===== config.mk =====
export PLATFORM = sky130hd
export DESIGN_NAME = pwm_phase_seq
export DESIGN_NICKNAME = d
export VERILOG_FILES = /design/src/rtl/mpwm_pkg.sv /design/src/rtl/mpwm_detect.sv /design/src/rtl/mpwm_rotor.sv /design/src/rtl/mpwm_outstage.sv /design/src/rtl/pwm_phase_seq.sv
export SDC_FILE = /design/constraint.sdc
export NUM_CORES = 1
export LEC_CHECK = 0
export BUFFER_PORTS_ARGS = -buffer_cell sky130_fd_sc_hd__buf_2
export CORE_MARGIN = 5
export CORE_UTILIZATION = 45
export CTS_CLUSTER_DIAMETER = 60
export DETAILED_ROUTE_END_ITERATION = 6
export GPL_ROUTABILITY_DRIVEN = 0
export PLACE_DENSITY = 0.68
export REMOVE_ABC_BUFFERS = 1
export SLEW_MARGIN = 20
export SYNTH_ARGS = -nofsm -noshare
export SYNTH_HDL_FRONTEND = slang
export SYNTH_SLANG_ARGS = --single-unit

===== constraint.sdc =====
create_clock -name clk -period 2.9 [get_ports clk]
set_clock_uncertainty 0.1 [all_clocks]
set_input_delay 0.87 -clock clk [delete_from_list [all_inputs] [get_ports clk]]
set_output_delay 0.87 -clock clk [all_outputs]
set_load 0.05 [all_outputs]

===== src/rtl/mpwm_pkg.sv =====
package mpwm_pkg;

    localparam int PHASES = 4;
    localparam int CNT_W  = 3;

    typedef enum logic [1:0] {
        SEQ_IDLE,
        SEQ_DETECT,
        SEQ_RUN
    } seq_state_e;

    typedef logic [CNT_W-1:0] phase_cnt_t;

    typedef struct packed {
        logic gnd3;
        logic gnd4;
    } sense_t;

    // Phase-3 grounded forces two phases even if phase 4 reads live.
    function automatic phase_cnt_t count_from_sense(input sense_t s);
        phase_cnt_t c;
        if (s.gnd3)      c = phase_cnt_t'(2);
        else if (s.gnd4) c = phase_cnt_t'(3);
        else             c = phase_cnt_t'(4);
        return c;
    endfunction

endpackage


===== src/rtl/mpwm_detect.sv =====
module mpwm_detect
    import mpwm_pkg::*;
#(
    parameter int DET_TICKS = 2
) (
    input  logic       clk,
    input  logic       rst,
    input  logic       en,
    input  logic       tick,
    input  sense_t     sense,
    output seq_state_e state_o,
    output phase_cnt_t nphase_o
);
    localparam int TW = $clog2(DET_TICKS + 1);

    seq_state_e     state_q;
    phase_cnt_t     nphase_q;
    logic [TW-1:0]  tcnt_q;

    always_ff @(posedge clk) begin
        if (rst || !en) begin
            state_q  <= SEQ_IDLE;
            tcnt_q   <= '0;
            nphase_q <= '0;
        end else begin
            case (state_q)
                SEQ_IDLE: begin
                    state_q <= SEQ_DETECT;
                    tcnt_q  <= '0;
                end
                SEQ_DETECT: begin
                    if (tick) begin
                        if (tcnt_q == TW'(DET_TICKS - 1)) begin
                            state_q  <= SEQ_RUN;
                            nphase_q <= count_from_sense(sense);
                        end else begin
                            tcnt_q <= tcnt_q + TW'(1);
                        end
                    end
                end
                default: state_q <= SEQ_RUN;
            endcase
        end
    end

    assign state_o  = state_q;
    assign nphase_o = nphase_q;


    count_hold_chk: assert property (@(posedge clk) disable iff (rst)
        (state_q == SEQ_RUN && en) |=> $stable(nphase_q));


    count_legal_chk: assert property (@(posedge clk) disable iff (rst)
        (state_q == SEQ_RUN) |-> (nphase_q >= phase_cnt_t'(2) && nphase_q <= phase_cnt_t'(4)));

endmodule


===== src/rtl/mpwm_rotor.sv =====
module mpwm_rotor
    import mpwm_pkg::*;
#(
    parameter int NPH = PHASES
) (
    input  logic           clk,
    input  logic           rst,
    input  logic           en,
    input  logic           run,
    input  logic           tick,
    input  phase_cnt_t     nphase,
    output logic [NPH-1:0] set_o
);
    localparam int PW = $clog2(NPH);

    logic [PW-1:0] ptr_q;
    logic [PW-1:0] last;

    assign last = PW'(nphase - phase_cnt_t'(1));

    always_ff @(posedge clk) begin
        if (rst || !run) begin
            ptr_q <= '0;
        end else if (tick) begin
            ptr_q <= (ptr_q == last) ? '0 : ptr_q + PW'(1);
        end
    end

    always_comb begin
        set_o = '0;
        if (run && en && tick) set_o[ptr_q] = 1'b1;
    end


    one_set_chk: assert property (@(posedge clk) disable iff (rst)
        $onehot0(set_o));


    for (genvar i = 0; i < NPH; i++) begin : g_range
        set_range_chk: assert property (@(posedge clk) disable iff (rst)
            set_o[i] |-> (phase_cnt_t'(i) < nphase));
    end

endmodule


===== src/rtl/mpwm_outstage.sv =====
module mpwm_outstage #(
    parameter int NPH = 4
) (
    input  logic           clk,
    input  logic           rst,
    input  logic           en,
    input  logic [NPH-1:0] set_i,
    input  logic [NPH-1:0] term_i,
    output logic [NPH-1:0] pwm_o
);
    logic [NPH-1:0] pwm_q;

    always_ff @(posedge clk) begin
        for (int i = 0; i < NPH; i++) begin
            if (rst || !en)     pwm_q[i] <= 1'b0;
            else if (set_i[i])  pwm_q[i] <= 1'b1;
            else if (term_i[i]) pwm_q[i] <= 1'b0;
        end
    end

    assign pwm_o = pwm_q;

    for (genvar i = 0; i < NPH; i++) begin : g_chk

        set_wins_chk: assert property (@(posedge clk) disable iff (rst)
            (set_i[i] && en) |=> pwm_q[i]);

        term_clear_chk: assert property (@(posedge clk) disable iff (rst)
            (term_i[i] && !set_i[i]) |=> !pwm_q[i]);

        hold_chk: assert property (@(posedge clk) disable iff (rst)
            (!term_i[i] && !set_i[i] && en) |=> $stable(pwm_q[i]));
    end

endmodule


===== src/rtl/pwm_phase_seq.sv =====
module pwm_phase_seq
    import mpwm_pkg::*;
#(
    parameter int NPH       = PHASES,
    parameter int DET_TICKS = 2
) (
    input  logic             clk,
    input  logic             rst,
    input  logic             en,
    input  logic             tick,
    input  logic             gnd3_i,
    input  logic             gnd4_i,
    input  logic [NPH-1:0]   term_i,
    output logic [NPH-1:0]   pwm_o,
    output logic             detect_o,
    output logic [CNT_W-1:0] nphase_o
);
    seq_state_e     state;
    phase_cnt_t     nphase;
    sense_t         sense;
    logic [NPH-1:0] set_vec;
    logic           run;

    assign sense = '{gnd3: gnd3_i, gnd4: gnd4_i};
    assign run   = (state == SEQ_RUN);

    mpwm_detect #(.DET_TICKS(DET_TICKS)) u_detect (
        .clk      (clk),
        .rst      (rst),
        .en       (en),
        .tick     (tick),
        .sense    (sense),
        .state_o  (state),
        .nphase_o (nphase)
    );

    mpwm_rotor #(.NPH(NPH)) u_rotor (
        .clk    (clk),
        .rst    (rst),
        .en     (en),
        .run    (run),
        .tick   (tick),
        .nphase (nphase),
        .set_o  (set_vec)
    );

    mpwm_outstage #(.NPH(NPH)) u_out (
        .clk    (clk),
        .rst    (rst),
        .en     (en),
        .set_i  (set_vec),
        .term_i (term_i),
        .pwm_o  (pwm_o)
    );

    assign detect_o = (state == SEQ_DETECT);
    assign nphase_o = nphase;


    disable_clear_chk: assert property (@(posedge clk) disable iff (rst)
        !en |=> (pwm_o == '0 && nphase_o == '0 && !detect_o));


    window_quiet_chk: assert property (@(posedge clk) disable iff (rst)
        detect_o |-> (pwm_o == '0 && nphase_o == '0));


    three_phase_chk: assert property (@(posedge clk) disable iff (rst)
        (nphase_o == CNT_W'(3)) |-> !pwm_o[NPH-1]);


    two_phase_chk: assert property (@(posedge clk) disable iff (rst)
        (nphase_o == CNT_W'(2)) |-> (pwm_o[NPH-1:NPH-2] == '0));

endmodule


# Yosys cells after proc, flatten, opt, wreduce, memory -nomap -nowiden
# Cells that the tools add are included.
# Widths: inputs -> output; s select.
# op_classes
n_shift	0
bitwise	0
muxes	20
n_reduce_logical	16
n_div	0
multipliers	0
order_cmp	2
n_addsub	3
n_eq_ne	7
# ops
operator	count
$mux 2	5
$reduce_bool 2->1	5
$mux 1	9
$pmux 2 s2	2
$mux 3	2
$reduce_and 3->1	2
$add 2x1->2 const B	2
$eq 2x1->1 const B	2
$mux 4	1
$ne 2x2->1 const B	2
$logic_and 1x1->1	3
$lt 2x3->1 const B	1
$demux 1 s2	1
$eq 2x2->1	1
$eq 2x2->1 const B	1
$ge 2x1->1 const B	1
$logic_not 1->1	2
$logic_not 2->1	1
$logic_or 1x1->1	2
$ne 2x1->1 const B	1
$reduce_and 2->1	1
$sub 2x1->2 const B	1
# word_totals
romBits	0
latch_bits	0
mem_count	0
reg_bits	13
input_bits	10
mem_bits_rw	0

# Logic depth before layout (Yosys ltp)
# logic_depth
ltp_word	6
depth_mapped	5
mapped_depth_nobuf	5

# Cells and area by module
# A second synthesis with hierarchy kept.
# hier_totals
hier_cells	77
hier_area_um2	757.0
# modules_own_cells
module	instances	cells_per_inst	area_per_inst_um2	seq_area_each_um2
mpwm_detect	1	31	304.0	140.1
mpwm_rotor	1	27	239.0	40.0
mpwm_outstage	1	17	198.9	80.1
pwm_phase_seq	1	2	15.0	0.0

# Worst setup path after synthesis
# OpenSTA, ideal clock, no wires.
# synth_timing
kind	input-to-reg
start	in tick
end	reg u_detect.nphase_q[1] (netlist: u_detect.nphase_o[1])
slack_ps	1059
path_stages	4
t_arrival_ps	1625
path_cell_list	buf_4 nand4b_2 or3_1 and3_1
# synth_between
elab_chain_len	1
# synth_rtl
item	line_no	text
start, declared	pwm_phase_seq.sv:10	input logic tick,
$reduce_and 3->1 (no line)	n/a	
end signal, assigned	mpwm_detect.sv:35	nphase_q <= count_from_sense(sense);
end, declared	mpwm_detect.sv:17	phase_cnt_t nphase_q;
# Every way passes these cells.
# A chain may end at the register's enable or synchronous reset.

# Worst setup path in the final report
# layout_timing
start	reg u_detect.state_q[0] (netlist: u_detect.state_o[0])
end	out detect_o
# layout_between
elab_chain_len	1
# layout_rtl
item	line_no	text
start, declared	mpwm_detect.sv:16	seq_state_e state_q;
start signal, assigned	mpwm_detect.sv:22	state_q <= SEQ_IDLE;
start signal, assigned	mpwm_detect.sv:28	state_q <= SEQ_DETECT;
start signal, assigned	mpwm_detect.sv:34	state_q <= SEQ_RUN;
$eq 2x1->1	pwm_phase_seq.sv:56	assign detect_o = (state == SEQ_DETECT);
end, declared	pwm_phase_seq.sv:15	output logic detect_o,
# Every way passes these cells.

==> run summary <==
The maximum clock rate is 477 MHz, and the maximum number of buffers from clock root to sink is 2. The die is 48.2 um wide. The die extent in y is 48.2 um. Detailed placement finished with a half-perimeter wire length of 985 um.

Worst hold path class: reg2reg. Among all flip-flop cells after synthesis, the most frequent one is dfxtp_1. The detailed router finished its first iteration with 2 violations. The post-CTS clock slew at the launch and capture registers of the worst setup and hold paths works out to 0.08 ns. On the critical path, the stage with the largest delay is an instance of dfxtp_1.

Buffers inserted during clock tree synthesis total 3. The aggregate global-route resource usage was 13.3%. Synthesis instantiated 28 different standard cells from the library. The critical path runs through a total of 2 cells. For the final standard cell utilization of the core, the log shows 57.6%. The critical path startpoint was u_detect.state_o[0].

Placeable core region: 1350 um2. TritonCTS built the clock tree. The quantity of I/O buffers inserted on ports came out at 17. For the proportion of power drawn by combinational gates, the log shows 6.5%. The layout overhead on the synthesized area is 18.1%, and the power density normalized to cell area is 402 nW/um2. The worst setup path is captured at a primary output.

The run gives 1.13 ns as the worst path arrival time. The total die area came out at 2330 um2. In this run the mean area of a mapped cell was 9.02 um2. The library cell used most frequently in the layout, excluding fill and tap cells, is buf_2.

In this run the register-to-register setup slack is 1.42 ns. Total inserted antenna cells: 0. The detail-routed via count per cell was 5.17; the number of iterations in the first detailed-routing pass was 3.

The logs give 504 for the via count of the first global-routing pass and 35.6% for the clock share of power. CTS placed an instance of clkbuf_4 at the clock tree root. The number of antenna violations at the first check in global routing was 0. The largest net degree at the start of global routing is 10, and the number of buffers and inverters on the critical path is 1. For the post-synth design cell area, the log shows 658 um2. The slew at the pin closest to its max-slew limit is 0.356 ns. The number of clock sinks is 13. The global-route wire length before repair was 2110 um. After synthesis, flip-flops and latches occupy 39.5% of the total area. For this design the static power due to leakage is 0.340 nW. For the number of buffers added for setup after CTS, the log shows 0. Of all flip-flops after synthesis, the portion carrying an async set or reset was 0%.

In this run the count of I/O pins placed on the die edge is 18. The total grt overflow is 0, and the number of instances in the synthesized netlist is 73. During synthesis, Yosys emitted a total of 0 warnings. The overall power of the completed layout is 0.312 mW. In this run the critical register-to-register path is launched from u_detect.tcnt_q[0].

The minimum clock period after layout is 2.10 ns, and the number of instances resized during post-cts repair is 0. The worst register-to-register path ends at u_detect.nphase_o[1]. Data on the critical path is required at its endpoint by 1.93 ns. Registers are responsible for 57.9% of the overall power.

The run gives 0 as the count of maximum capacitance violations. The worst reg-to-reg path cell count is 4, and the layout cell share with drive strength beyond 1 is 26.1%. The top cell types in the final layout, fill and taps aside, are buf_2 (17), dfxtp_1 (13), a21oi_1 (8). Kind of cell adding the most delay to the critical path: flip-flops. At the end of the flow, the number of nets in the layout was 108.

The run finished with clean final reports. The initial utilization of the core area, before any placement, comes to 48.7%. The tools report the H-tree depth reported by CTS as 1. The final instance area is 777 um2. The count of nets left with antenna violations after detail routing is 0, and the hold-critical path depth is 2.

On the final layout, the worst hold slack is 0.378 ns. Setup violations remaining at the end of the flow were counted as 0. The number of max-slew violations in the final report is 0. After synthesis the netlist holds a flip-flop and latch count of 13.

Counting flops with a built-in enable in the synthesized netlist gives 0. In the routed design, unresolved DRC markers number 0. In this run the cell area measured after placement is 751 um2. The run gives 76.2% as the worst slew margin relative to its limit. The portion of the clock cycle consumed by the worst path in the final layout was 72.3%.

The critical path launch point type is a flop. The tools report the internal power contribution as 0.241 mW. For this block, the routed nets add up to 1330 um of wire. The tools report the power dissipated by switching net loads as 0.0710 mW. In this run switching power makes up 22.7% of total power. For the final sum of negative setup slack, the log shows 0 ns.

The peak supply drop was 202 uV. Setup repair after global routing left no endpoint under its margin. The wire length per cell after detailed routing came out at 12.4 um.

In this run the worst path has a maximum fanout of 7. The most critical setup path has its endpoint at detect_o. The floorplan has 13 rows. The logs give 0 for the hold violation total from the final report and 0 for the hold buffer count at CTS. The filler cell count in the final layout is 123, and the source-to-sink clock delay at the later pin of the worst-skew pair is 0.27 ns. The critical path goes through and2b_2 -> buf_2. On the worst path, the slowest cell contributes a delay of 0.44 ns.

The critical path is of the reg2out type. The via count came out at 553.
## worst min-delay path by stage
stage | from | to | slack, ns
finish | u_detect.tcnt_q[0] | u_detect.tcnt_q[0] | 0.38
global route | u_detect.nphase_o[2] | u_detect.nphase_o[2] | 0.41
CTS | u_detect.tcnt_q[1] | u_detect.tcnt_q[1] | 0.38
detailed placement | u_detect.tcnt_q[1] | u_detect.tcnt_q[1] | 0.37
global placement | u_detect.nphase_o[2] | u_detect.nphase_o[2] | 0.35
floorplan | u_detect.tcnt_q[1] | u_detect.tcnt_q[1] | 0.35
## metal layers
layer	global-route usage, %	part of all wire, %	vias to the layer above
li1	-	-	290
met1	15.3	47	243
met2	21.9	45	18
met3	4.43	7.4	2
met4	6.45	0.68	0
met5	0	0	-
## synthesized netlist by cell type (2+ instances only)
cell type / n / share of area, %
or3_1: 2 / 1.9
dfxtp_1: 13 / 40
nor2_1: 5 / 2.9
a21oi_1: 8 / 6.1
nand2b_1: 4 / 3.8
nand2_1: 6 / 3.4
inv_1: 5 / 2.9
o221ai_1: 2 / 2.7
ha_1: 5 / 9.5
nor2b_1: 5 / 4.8
## power groups by stage
stage | Combinational (mW) | Clock [mW] | Sequential [mW]
final | 0.0203 | 0.111 | 0.181
after global routing | 0.0223 | 0.126 | 0.181
after CTS | 0.0205 | 0.112 | 0.181
after detailed placement | 0.0203 | 0 | 0.185
after global placement | 0.0199 | 0 | 0.185
after floorplan | 0.00997 | 0 | 0.185
## metrics by stage
stage               worst slack [ns]  std cells
finish                         0.802        107
global placement               0.980        103
CTS                            0.805        107
floorplan                       1.20         71
detailed placement             0.945        103
global route                   0.743        107
## registers in the layout (all words and copies together), names as in the netlist
signal	cells
u_detect.tcnt_q	2
u_detect.state_o	2
u_rotor.ptr_q	2
u_detect.nphase_o	3
u_out.pwm_o	4
## layout make-up
class / instances / area [um2] / share of cell area (%)
multi-input combinational: 53 / 368 / 47.3
clock buffer: 4 / 26.3 / 3.38
timing repair buffer: 17 / 85.1 / 11.0
inverter: 5 / 18.8 / 2.42
sequential: 13 / 260 / 33.5
tap: 15 / 18.8 / 2.42
## worst min-delay path: stages, from the launching register on
cell     delay [ns]
dfxtp_1        0.33
nand2_1        0.05
o21ai_0        0.06
## cells by family after synthesis
| group | Yosys count | share of synthesized area (%) |
|---|---|---|
| and+or+nand+nor | 31 | 29.5 |
| DFF | 13 | 39.5 |
| xor gates and xnor gates | 1 | 1.33 |
| muxes | 1 | 1.52 |
| buffers and inverters | 7 | 4.56 |
| adders and majority gates | 5 | 9.51 |
| AOI/OAI and AO/OA | 15 | 14.1 |
Power figures use the tool's default switching activity.
